--- src/rtl/deccalc_pkg.sv ---
package deccalc_pkg;

  localparam int DIGITS    = 3;
  localparam int WORD_W    = 4 * DIGITS;
  localparam int ADDR_W    = 8;
  localparam int MEM_WORDS = 100;
  localparam int IDX_W     = $clog2(MEM_WORDS);

  typedef enum logic [1:0] {
    ST_FETCH  = 2'd0,
    ST_DECODE = 2'd1,
    ST_EXEC   = 2'd2,
    ST_STOP   = 2'd3
  } core_state_t;

  localparam logic [3:0] OPC_STOP  = 4'd0;
  localparam logic [3:0] OPC_ADD   = 4'd1;
  localparam logic [3:0] OPC_SUB   = 4'd2;
  localparam logic [3:0] OPC_STORE = 4'd3;
  localparam logic [3:0] OPC_LOAD  = 4'd5;
  localparam logic [3:0] OPC_JUMP  = 4'd6;
  localparam logic [3:0] OPC_JZERO = 4'd7;
  localparam logic [3:0] OPC_JNNEG = 4'd8;
  localparam logic [3:0] OPC_PORT  = 4'd9;

  localparam logic [7:0] PORT_IN   = 8'h01;
  localparam logic [7:0] PORT_OUT  = 8'h02;

  function automatic logic bcd2_ok(input logic [7:0] a);
    return (a[7:4] <= 4'd9) && (a[3:0] <= 4'd9);
  endfunction

  function automatic logic [IDX_W-1:0] bcd2_index(input logic [7:0] a);
    logic [IDX_W-1:0] tens;
    logic [IDX_W-1:0] ones;
    tens = IDX_W'(a[7:4]);
    ones = IDX_W'(a[3:0]);
    if (!bcd2_ok(a)) return '0;
    return IDX_W'(tens * IDX_W'(10)) + ones;
  endfunction

  function automatic logic [7:0] bcd2_step(input logic [7:0] a);
    logic [7:0] r;
    if (a[3:0] >= 4'd9) begin
      r[3:0] = 4'd0;
      r[7:4] = (a[7:4] >= 4'd9) ? 4'd0 : a[7:4] + 4'd1;
    end else begin
      r[3:0] = a[3:0] + 4'd1;
      r[7:4] = a[7:4];
    end
    return r;
  endfunction

endpackage

--- src/rtl/deccalc_bcd_alu.sv ---
module deccalc_bcd_alu #(
  parameter int DIGITS = 3,
  localparam int W = 4 * DIGITS
) (
  input  logic [W-1:0] opa,
  input  logic [W-1:0] opb,
  input  logic         sub,
  output logic [W-1:0] res,
  output logic         carry
);

  logic [DIGITS:0] cy;

  assign cy[0] = sub;

  for (genvar d = 0; d < DIGITS; d++) begin : g_digit
    logic [3:0] da;
    logic [3:0] db;
    logic [3:0] db_eff;
    logic [4:0] raw;
    logic [4:0] adj;

    assign da     = opa[4*d +: 4];
    assign db     = opb[4*d +: 4];
    assign db_eff = sub ? (4'd9 - db) : db;
    assign raw    = {1'b0, da} + {1'b0, db_eff} + {4'b0, cy[d]};
    assign cy[d+1] = (raw > 5'd9);
    assign adj    = cy[d+1] ? (raw + 5'd6) : raw;
    assign res[4*d +: 4] = adj[3:0];
  end

  assign carry = cy[DIGITS];

endmodule

--- src/rtl/deccalc_store.sv ---
module deccalc_store #(
  parameter int WORDS = 100,
  parameter int DW    = 12,
  localparam int IW   = $clog2(WORDS)
) (
  input  logic          clk,
  input  logic          wr_en,
  input  logic [IW-1:0] wr_idx,
  input  logic [DW-1:0] wr_data,
  input  logic [IW-1:0] rd_idx_a,
  output logic [DW-1:0] rd_data_a,
  input  logic [IW-1:0] rd_idx_b,
  output logic [DW-1:0] rd_data_b
);

  localparam logic [IW-1:0] LAST = IW'(WORDS - 1);

  logic [DW-1:0] cells [WORDS];

  always_ff @(posedge clk) begin
    if (wr_en && (wr_idx <= LAST)) begin
      cells[wr_idx] <= wr_data;
    end
  end

  assign rd_data_a = (rd_idx_a <= LAST) ? cells[rd_idx_a] : '0;
  assign rd_data_b = (rd_idx_b <= LAST) ? cells[rd_idx_b] : '0;

endmodule

--- src/rtl/deccalc_ctrl.sv ---
module deccalc_ctrl
  import deccalc_pkg::*;
(
  input  logic              clk,
  input  logic              rst_n,
  input  logic [WORD_W-1:0] instr_word,
  input  logic [WORD_W-1:0] opnd_word,
  input  logic [WORD_W-1:0] alu_res,
  input  logic              alu_carry,
  input  logic              in_valid,
  input  logic [WORD_W-1:0] in_data,
  input  logic              out_ready,
  output logic [ADDR_W-1:0] instr_addr,
  output logic [ADDR_W-1:0] opnd_addr,
  output logic              alu_sub,
  output logic              st_we,
  output logic [WORD_W-1:0] st_data,
  output logic              in_ready,
  output logic              out_valid,
  output logic [WORD_W-1:0] out_data,
  output logic [ADDR_W-1:0] pc,
  output logic [WORD_W-1:0] acc,
  output logic              flag_pos,
  output logic              flag_neg,
  output logic              flag_zero,
  output logic              flag_err,
  output logic              halted
);

  core_state_t       state_q, state_d;
  logic [ADDR_W-1:0] pc_q, pc_d;
  logic [ADDR_W-1:0] mar_q, mar_d;
  logic [WORD_W-1:0] ir_q, ir_d;
  logic [WORD_W-1:0] acc_q, acc_d;
  logic              neg_q, neg_d;
  logic              err_q, err_d;

  logic [3:0]        op;
  logic [ADDR_W-1:0] adr;
  logic              acc_is_zero;
  logic              undefined_op;

  assign op          = ir_q[WORD_W-1 -: 4];
  assign adr         = ir_q[ADDR_W-1:0];
  assign acc_is_zero = (acc_q == '0);
  assign undefined_op = (op == 4'd4) || (op > OPC_PORT) ||
                        ((op == OPC_PORT) && (adr != PORT_IN) && (adr != PORT_OUT));

  always_comb begin
    state_d   = state_q;
    pc_d      = pc_q;
    mar_d     = mar_q;
    ir_d      = ir_q;
    acc_d     = acc_q;
    neg_d     = neg_q;
    err_d     = err_q;
    st_we     = 1'b0;
    in_ready  = 1'b0;
    out_valid = 1'b0;
    alu_sub   = (op == OPC_SUB);

    unique case (state_q)
      ST_FETCH: begin
        mar_d   = pc_q;
        pc_d    = bcd2_step(pc_q);
        state_d = ST_DECODE;
      end
      ST_DECODE: begin
        ir_d    = instr_word;
        state_d = ST_EXEC;
      end
      ST_EXEC: begin
        state_d = ST_FETCH;
        if (undefined_op) begin
          err_d   = 1'b1;
          state_d = ST_STOP;
        end else begin
          unique case (op)
            OPC_ADD: begin
              acc_d = alu_res;
              neg_d = 1'b0;
              if (alu_carry) err_d = 1'b1;
            end
            OPC_SUB: begin
              acc_d = alu_res;
              neg_d = !alu_carry;
            end
            OPC_STORE: st_we = 1'b1;
            OPC_LOAD: begin
              acc_d = opnd_word;
              neg_d = 1'b0;
            end
            OPC_JUMP:  pc_d = adr;
            OPC_JZERO: if (acc_is_zero) pc_d = adr;
            OPC_JNNEG: if (!neg_q) pc_d = adr;
            OPC_PORT: begin
              if (adr == PORT_IN) begin
                in_ready = 1'b1;
                if (in_valid) begin
                  acc_d = in_data;
                  neg_d = 1'b0;
                end else begin
                  state_d = ST_EXEC;
                end
              end else begin
                out_valid = 1'b1;
                if (!out_ready) state_d = ST_EXEC;
              end
            end
            default: state_d = ST_STOP;
          endcase
        end
      end
      default: state_d = ST_STOP;
    endcase
  end

  always_ff @(posedge clk or negedge rst_n) begin
    if (!rst_n) begin
      state_q <= ST_FETCH;
      pc_q    <= '0;
      mar_q   <= '0;
      ir_q    <= '0;
      acc_q   <= '0;
      neg_q   <= 1'b0;
      err_q   <= 1'b0;
    end else begin
      state_q <= state_d;
      pc_q    <= pc_d;
      mar_q   <= mar_d;
      ir_q    <= ir_d;
      acc_q   <= acc_d;
      neg_q   <= neg_d;
      err_q   <= err_d;
    end
  end

  assign instr_addr = mar_q;
  assign opnd_addr  = adr;
  assign st_data    = acc_q;
  assign out_data   = acc_q;
  assign pc         = pc_q;
  assign acc        = acc_q;
  assign flag_neg   = neg_q;
  assign flag_zero  = acc_is_zero;
  assign flag_pos   = !neg_q && !acc_is_zero;
  assign flag_err   = err_q;
  assign halted     = (state_q == ST_STOP);

  AST_PC_DIGITS: assert property (@(posedge clk) disable iff (!rst_n)
    (pc_q[7:4] <= 4'd9) && (pc_q[3:0] <= 4'd9));

  AST_ACC_DIGITS: assert property (@(posedge clk) disable iff (!rst_n)
    (acc_q[11:8] <= 4'd9) && (acc_q[7:4] <= 4'd9) && (acc_q[3:0] <= 4'd9));

  AST_STOP_FROZEN: assert property (@(posedge clk) disable iff (!rst_n)
    halted |=> halted && $stable(pc_q) && $stable(acc_q));

  AST_OUT_HELD: assert property (@(posedge clk) disable iff (!rst_n)
    (out_valid && !out_ready) |=> out_valid && $stable(out_data));

  AST_IN_WAIT: assert property (@(posedge clk) disable iff (!rst_n)
    (in_ready && !in_valid) |=> in_ready && $stable(acc_q));

  AST_ERR_STICKY: assert property (@(posedge clk) disable iff (!rst_n)
    flag_err |=> flag_err);

  AST_UNDEF_STOPS: assert property (@(posedge clk) disable iff (!rst_n)
    ((state_q == ST_EXEC) && undefined_op) |=> halted && flag_err);

  AST_ONE_HANDSHAKE: assert property (@(posedge clk) disable iff (!rst_n)
    !(in_ready && out_valid));

endmodule

--- src/rtl/deccalc_core.sv ---
module deccalc_core
  import deccalc_pkg::*;
(
  input  logic        clk,
  input  logic        rst_n,
  input  logic        ld_we,
  input  logic [7:0]  ld_addr,
  input  logic [11:0] ld_data,
  input  logic        in_valid,
  output logic        in_ready,
  input  logic [11:0] in_data,
  output logic        out_valid,
  input  logic        out_ready,
  output logic [11:0] out_data,
  output logic [7:0]  pc,
  output logic [11:0] acc,
  output logic        flag_pos,
  output logic        flag_neg,
  output logic        flag_zero,
  output logic        flag_err,
  output logic        halted
);

  logic [1:0]        rst_sync_q;
  logic              core_rst_n;

  logic [ADDR_W-1:0] instr_addr;
  logic [ADDR_W-1:0] opnd_addr;
  logic [WORD_W-1:0] instr_word;
  logic [WORD_W-1:0] opnd_word;
  logic [WORD_W-1:0] alu_res;
  logic              alu_carry;
  logic              alu_sub;
  logic              st_we;
  logic [WORD_W-1:0] st_data;

  logic              mem_we;
  logic [IDX_W-1:0]  mem_widx;
  logic [WORD_W-1:0] mem_wdata;

  always_ff @(posedge clk or negedge rst_n) begin
    if (!rst_n) begin
      rst_sync_q <= 2'b00;
    end else begin
      rst_sync_q <= {rst_sync_q[0], 1'b1};
    end
  end

  assign core_rst_n = rst_sync_q[1];

  always_comb begin
    if (!core_rst_n) begin
      mem_we    = ld_we && bcd2_ok(ld_addr);
      mem_widx  = bcd2_index(ld_addr);
      mem_wdata = ld_data;
    end else begin
      mem_we    = st_we;
      mem_widx  = bcd2_index(opnd_addr);
      mem_wdata = st_data;
    end
  end

  deccalc_store #(
    .WORDS (MEM_WORDS),
    .DW    (WORD_W)
  ) i_store (
    .clk       (clk),
    .wr_en     (mem_we),
    .wr_idx    (mem_widx),
    .wr_data   (mem_wdata),
    .rd_idx_a  (bcd2_index(instr_addr)),
    .rd_data_a (instr_word),
    .rd_idx_b  (bcd2_index(opnd_addr)),
    .rd_data_b (opnd_word)
  );

  deccalc_bcd_alu #(
    .DIGITS (DIGITS)
  ) i_alu (
    .opa   (acc),
    .opb   (opnd_word),
    .sub   (alu_sub),
    .res   (alu_res),
    .carry (alu_carry)
  );

  deccalc_ctrl i_ctrl (
    .clk        (clk),
    .rst_n      (core_rst_n),
    .instr_word (instr_word),
    .opnd_word  (opnd_word),
    .alu_res    (alu_res),
    .alu_carry  (alu_carry),
    .in_valid   (in_valid),
    .in_data    (in_data),
    .out_ready  (out_ready),
    .instr_addr (instr_addr),
    .opnd_addr  (opnd_addr),
    .alu_sub    (alu_sub),
    .st_we      (st_we),
    .st_data    (st_data),
    .in_ready   (in_ready),
    .out_valid  (out_valid),
    .out_data   (out_data),
    .pc         (pc),
    .acc        (acc),
    .flag_pos   (flag_pos),
    .flag_neg   (flag_neg),
    .flag_zero  (flag_zero),
    .flag_err   (flag_err),
    .halted     (halted)
  );

  AST_NO_STORE_IN_RESET: assert property (@(posedge clk) disable iff (!rst_n)
    !core_rst_n |-> !st_we);

endmodule

--- config.mk ---
export PLATFORM = sky130hd
export DESIGN_NAME = deccalc_core
export DESIGN_NICKNAME = d
export VERILOG_FILES = /design/src/rtl/deccalc_pkg.sv /design/src/rtl/deccalc_bcd_alu.sv /design/src/rtl/deccalc_store.sv /design/src/rtl/deccalc_ctrl.sv /design/src/rtl/deccalc_core.sv
export SDC_FILE = /design/constraint.sdc
export NUM_CORES = 2
export LEC_CHECK = 0
export BUFFER_PORTS_ARGS = -buffer_cell sky130_fd_sc_hd__buf_2
export CAP_MARGIN = 30
export CORE_AREA = 2 2 305 367
export DETAILED_ROUTE_END_ITERATION = 7
export DIE_AREA = 0 0 307 369
export PLACE_DENSITY = 0.77
export SLEW_MARGIN = 15
export SYNTH_ARGS = -nofsm -noshare
export SYNTH_HDL_FRONTEND = slang
export SYNTH_SLANG_ARGS = --single-unit
--- constraint.sdc ---
create_clock -name clk -period 2.44 [get_ports clk]
set_clock_uncertainty 0.1 [all_clocks]
set_input_delay 0.488 -clock clk [delete_from_list [all_inputs] [get_ports clk]]
set_output_delay 0.488 -clock clk [all_outputs]
set_load 0.1 [all_outputs]
==> impl_metrics.yaml <==
logic_synthesis:
  synth_xor_area_share_pct: 0.400
  yosys_warnings: 0
  ys_ff_latch: 1246
  synthMuxAreaShare_pct: 6.39
  synth_top_family_by_area: "compound AO/OA/AOI/OAI gates"
  synth-adder-area-share_pct: 1.14
  yosysTopAreaCell: "edfxtp_1"
  yosysMostFrequentCell: "edfxtp_1"
  syn_nets: 5692
  async_reset_ff_share_pct: 3.69
  synth_area_leaders: "edfxtp_1, nand2_1, a211oi_1, mux4_2, mux2i_1"
  synth_edf_count: 1200
  synth.lib_cells_used.distinct: 91
  yosys.area.top_type_share_pct: 57.0
  postSynthCellCount: 5604
  synth-seq-area-share_pct: 58.8
  avgSynthCellArea_um2: 11.3
  synth_ff_type: "edfxtp_1"
  synth_compound_area_share_pct: 15.6
  synth_area_um2: 63300
  yosys.area_share.simple_pct: 14.3
  ys_top_cells_by_count: "edfxtp_1, nand2_1, a211oi_1, clkbuf_1, nor2_1"
placement:
  pre_cts_slack_ns: -7.14
  dpl_cell_area_um2: 76200
  port_buffers: 75
  placedCellCount: 7836
  hpwl_um: 188000
  place_congestion: 1.11
clocking:
  cts.path.max_buffers: 3
  clockRootBuffer: "clkbuf_16"
  cts_inserted_buffers: 121
  h-tree-depth: 3
  cts_tree: "done"
  cts_sinks: 1246
  clock_latency_ns: 0.79
  clk_pin_slew_ns: 0.06
power_and_ir_drop:
  power.static_leakage_nw: 29.6
  vdd_drop_max_mv: 0.623
  powerDensity_nw_per_um2: 546
  p_total_mw: 44.7
min_path:
  min_from: "in_data[10]"
  min_path_type: "primary input to flip-flop"
floorplanning:
  rows: 133
  fp.dieH_um: 369
  die_x_um: 307
  die_area_um2: 113000
  ios: 76
  start_util_pct: 57.8
  core-area_um2: 109000
worst_setup_path:
  crit_start: "i_ctrl.ir_q[4]"
  end_kind: "flip-flop"
  crit_end: "i_ctrl.acc[9]"
  rr_endpoint: "i_ctrl.acc[9]"
  crit_fanout: 7
  cpPeakStageDelay_ns: 0.63
  cp-start-kind: "flip-flop"
  crit_required_ns: 2.98
  cpMostUsedCell: "fa_2"
  regToRegSetupSlack_ns: -6.89
  critPathKind: "flip-flop to flip-flop"
  r2r_start: "i_ctrl.ir_q[4]"
  worst_r2r_path_depth: 42
  arrival_ns: 9.87
  cpMaxStageDelayCell: "fa_4"
finish:
  fin_util_pct: 74.9
  nFillCells: 6999
  area_growth_pct: 29.6
  fin_cells: 8134
  drive_above_1_share_pct: 29.1
  nets: 6697
  fin_area_um2: 82000
global_routing:
  grt_pass1_wl_um: 379000
  track_usage_pct: 46.8
  antenna_found_initial: 13
  grt_max_degree: 69
  grt_overflow: 0
  grt_pass1_vias: 55000
sta:
  timing.final.hold_violations: 0
  fin_tns_setup_ns: -2219.15
  finalSetupViolCount: 1232
  rsz0062_at_grt: "yes"
  worst_pin_slew_ns: 1.11
  slew_viol_final: 0
  finalCritPeriodShare_pct: 382
  slew_headroom_pct: 24.8
  fmax_ghz: 0.107
  timing.hold.ws_ns: 0.0307
  fin_ws_ns: -6.89
  min_period_ns: 9.33
run:
  maxCapViolations: 0
routing:
  drt_pass1_iterations: 8
  drtIter0Drc: 10300
  route.detailed.drc: 2
  routedWlPerCell_um: 33.0
  viasPerCell: 7.07
  dr_total_vias: 57500
  totalWireLength_um: 268000
  ant_nets: 0
outcome:
  status: "finished with violations"
  violations: "design-rule violations, negative setup slack"
critical path: cells and delay by family, from the launching register on:
| kind | cells | cell delay, ns |
|---|---|---|
| AOI/OAI and AO/OA | 13 | 2.61 |
| and+or+nand+nor | 7 | 1.25 |
| DFF | 1 | 0.43 |
| adders and majority gates | 10 | 3.28 |
| xor gates and xnor gates | 3 | 0.49 |
| muxes | 1 | 0.07 |
| buffers and inverters | 8 | 0.91 |
kinds of logic after synthesis:
kind of cell / after synthesis
other: 1
AOI/OAI and AO/OA: 1433
and+or+nand+nor: 2023
adders and majority gates: 51
DFF: 1246
muxes: 291
buffers and inverters: 531
xor gates and xnor gates: 28
how the worst min path moves through the flow:
stage,slack (ns),cells past startpoint,end
2_1_floorplan,0.09,0,rst_sync_q[0]
3_3_place_gp,0.12,1,i_ctrl.ir_q[0]
3_5_place_dp,0.13,1,i_ctrl.ir_q[0]
4_1_cts,0.01,4,i_ctrl.acc[5]
5_1_grt,0.06,4,i_ctrl.acc[10]
6_report,0.03,4,i_ctrl.acc[10]
where the power goes:
group	switching [mW]	internal [mW]
registers	0.0142	23.5
logic	0.996	0.464
clock network	8.54	11.2
layout make-up:
cell class | count | area (µm²) | area share, %
inverters | 40 | 150 | 0.183
repair buffers | 1373 | 13400 | 16.3
multi-input cells | 3827 | 25400 | 31.0
clock buffers | 145 | 3140 | 3.83
well taps | 1417 | 1770 | 2.16
flip-flops and latches | 1246 | 37200 | 45.4
clock inverters | 81 | 966 | 1.18
diodes | 5 | 12.5 | 0.0153
what timing repair did:
action                     4_1_cts  5_1_grt
pin swaps                       70       35
hold endpoints to repair         6        0
setup buffers                   39       20
setup endpoints to repair     1230     1235
resized for setup              142       82
gates cloned                     5        0
hold buffers                     6        0
state kept, by name (all words and copies together) (netlist names):
signal,cells
i_ctrl.flag_neg,1
i_ctrl.instr_addr,8
i_store.cells,1200
i_ctrl.state_q,2
i_ctrl.flag_err,1
i_ctrl.ir_q,12
i_ctrl.pc,8
rst_sync_q,2
i_ctrl.acc,12
routing by layer:
metal	track usage (%)	up-vias	part of all wire, %
met5	0	-	0.028
met4	34.1	12	9.3
met3	14.2	1326	15
met2	70.2	5158	43
met1	57.5	27600	32
li1	-	23400	-
placed cells by master (no fill, tap or decap), drive strengths merged, types with 46 or more instances in the layout:
master / synthesis / final
buf: 187 / 1365
edfxtp: 1200 / 1200
nand2: 1049 / 1049
a211oi: 308 / 308
nor2: 283 / 283
a31oi: 228 / 228
nand3: 225 / 225
nor2b: 217 / 217
o21ai: 198 / 198
a21oi: 155 / 155
mux2i: 149 / 149
clkbuf: 304 / 145
o22ai: 144 / 144
o221ai: 106 / 106
mux4: 84 / 84
nor3: 79 / 79
a311oi: 69 / 69
o211ai: 63 / 63
mux2: 58 / 58
clkinv: 0 / 54
and3: 52 / 52
nand2b: 46 / 46
dfrtp: 46 / 46
Note: power is estimated with default switching activity, not from simulation.
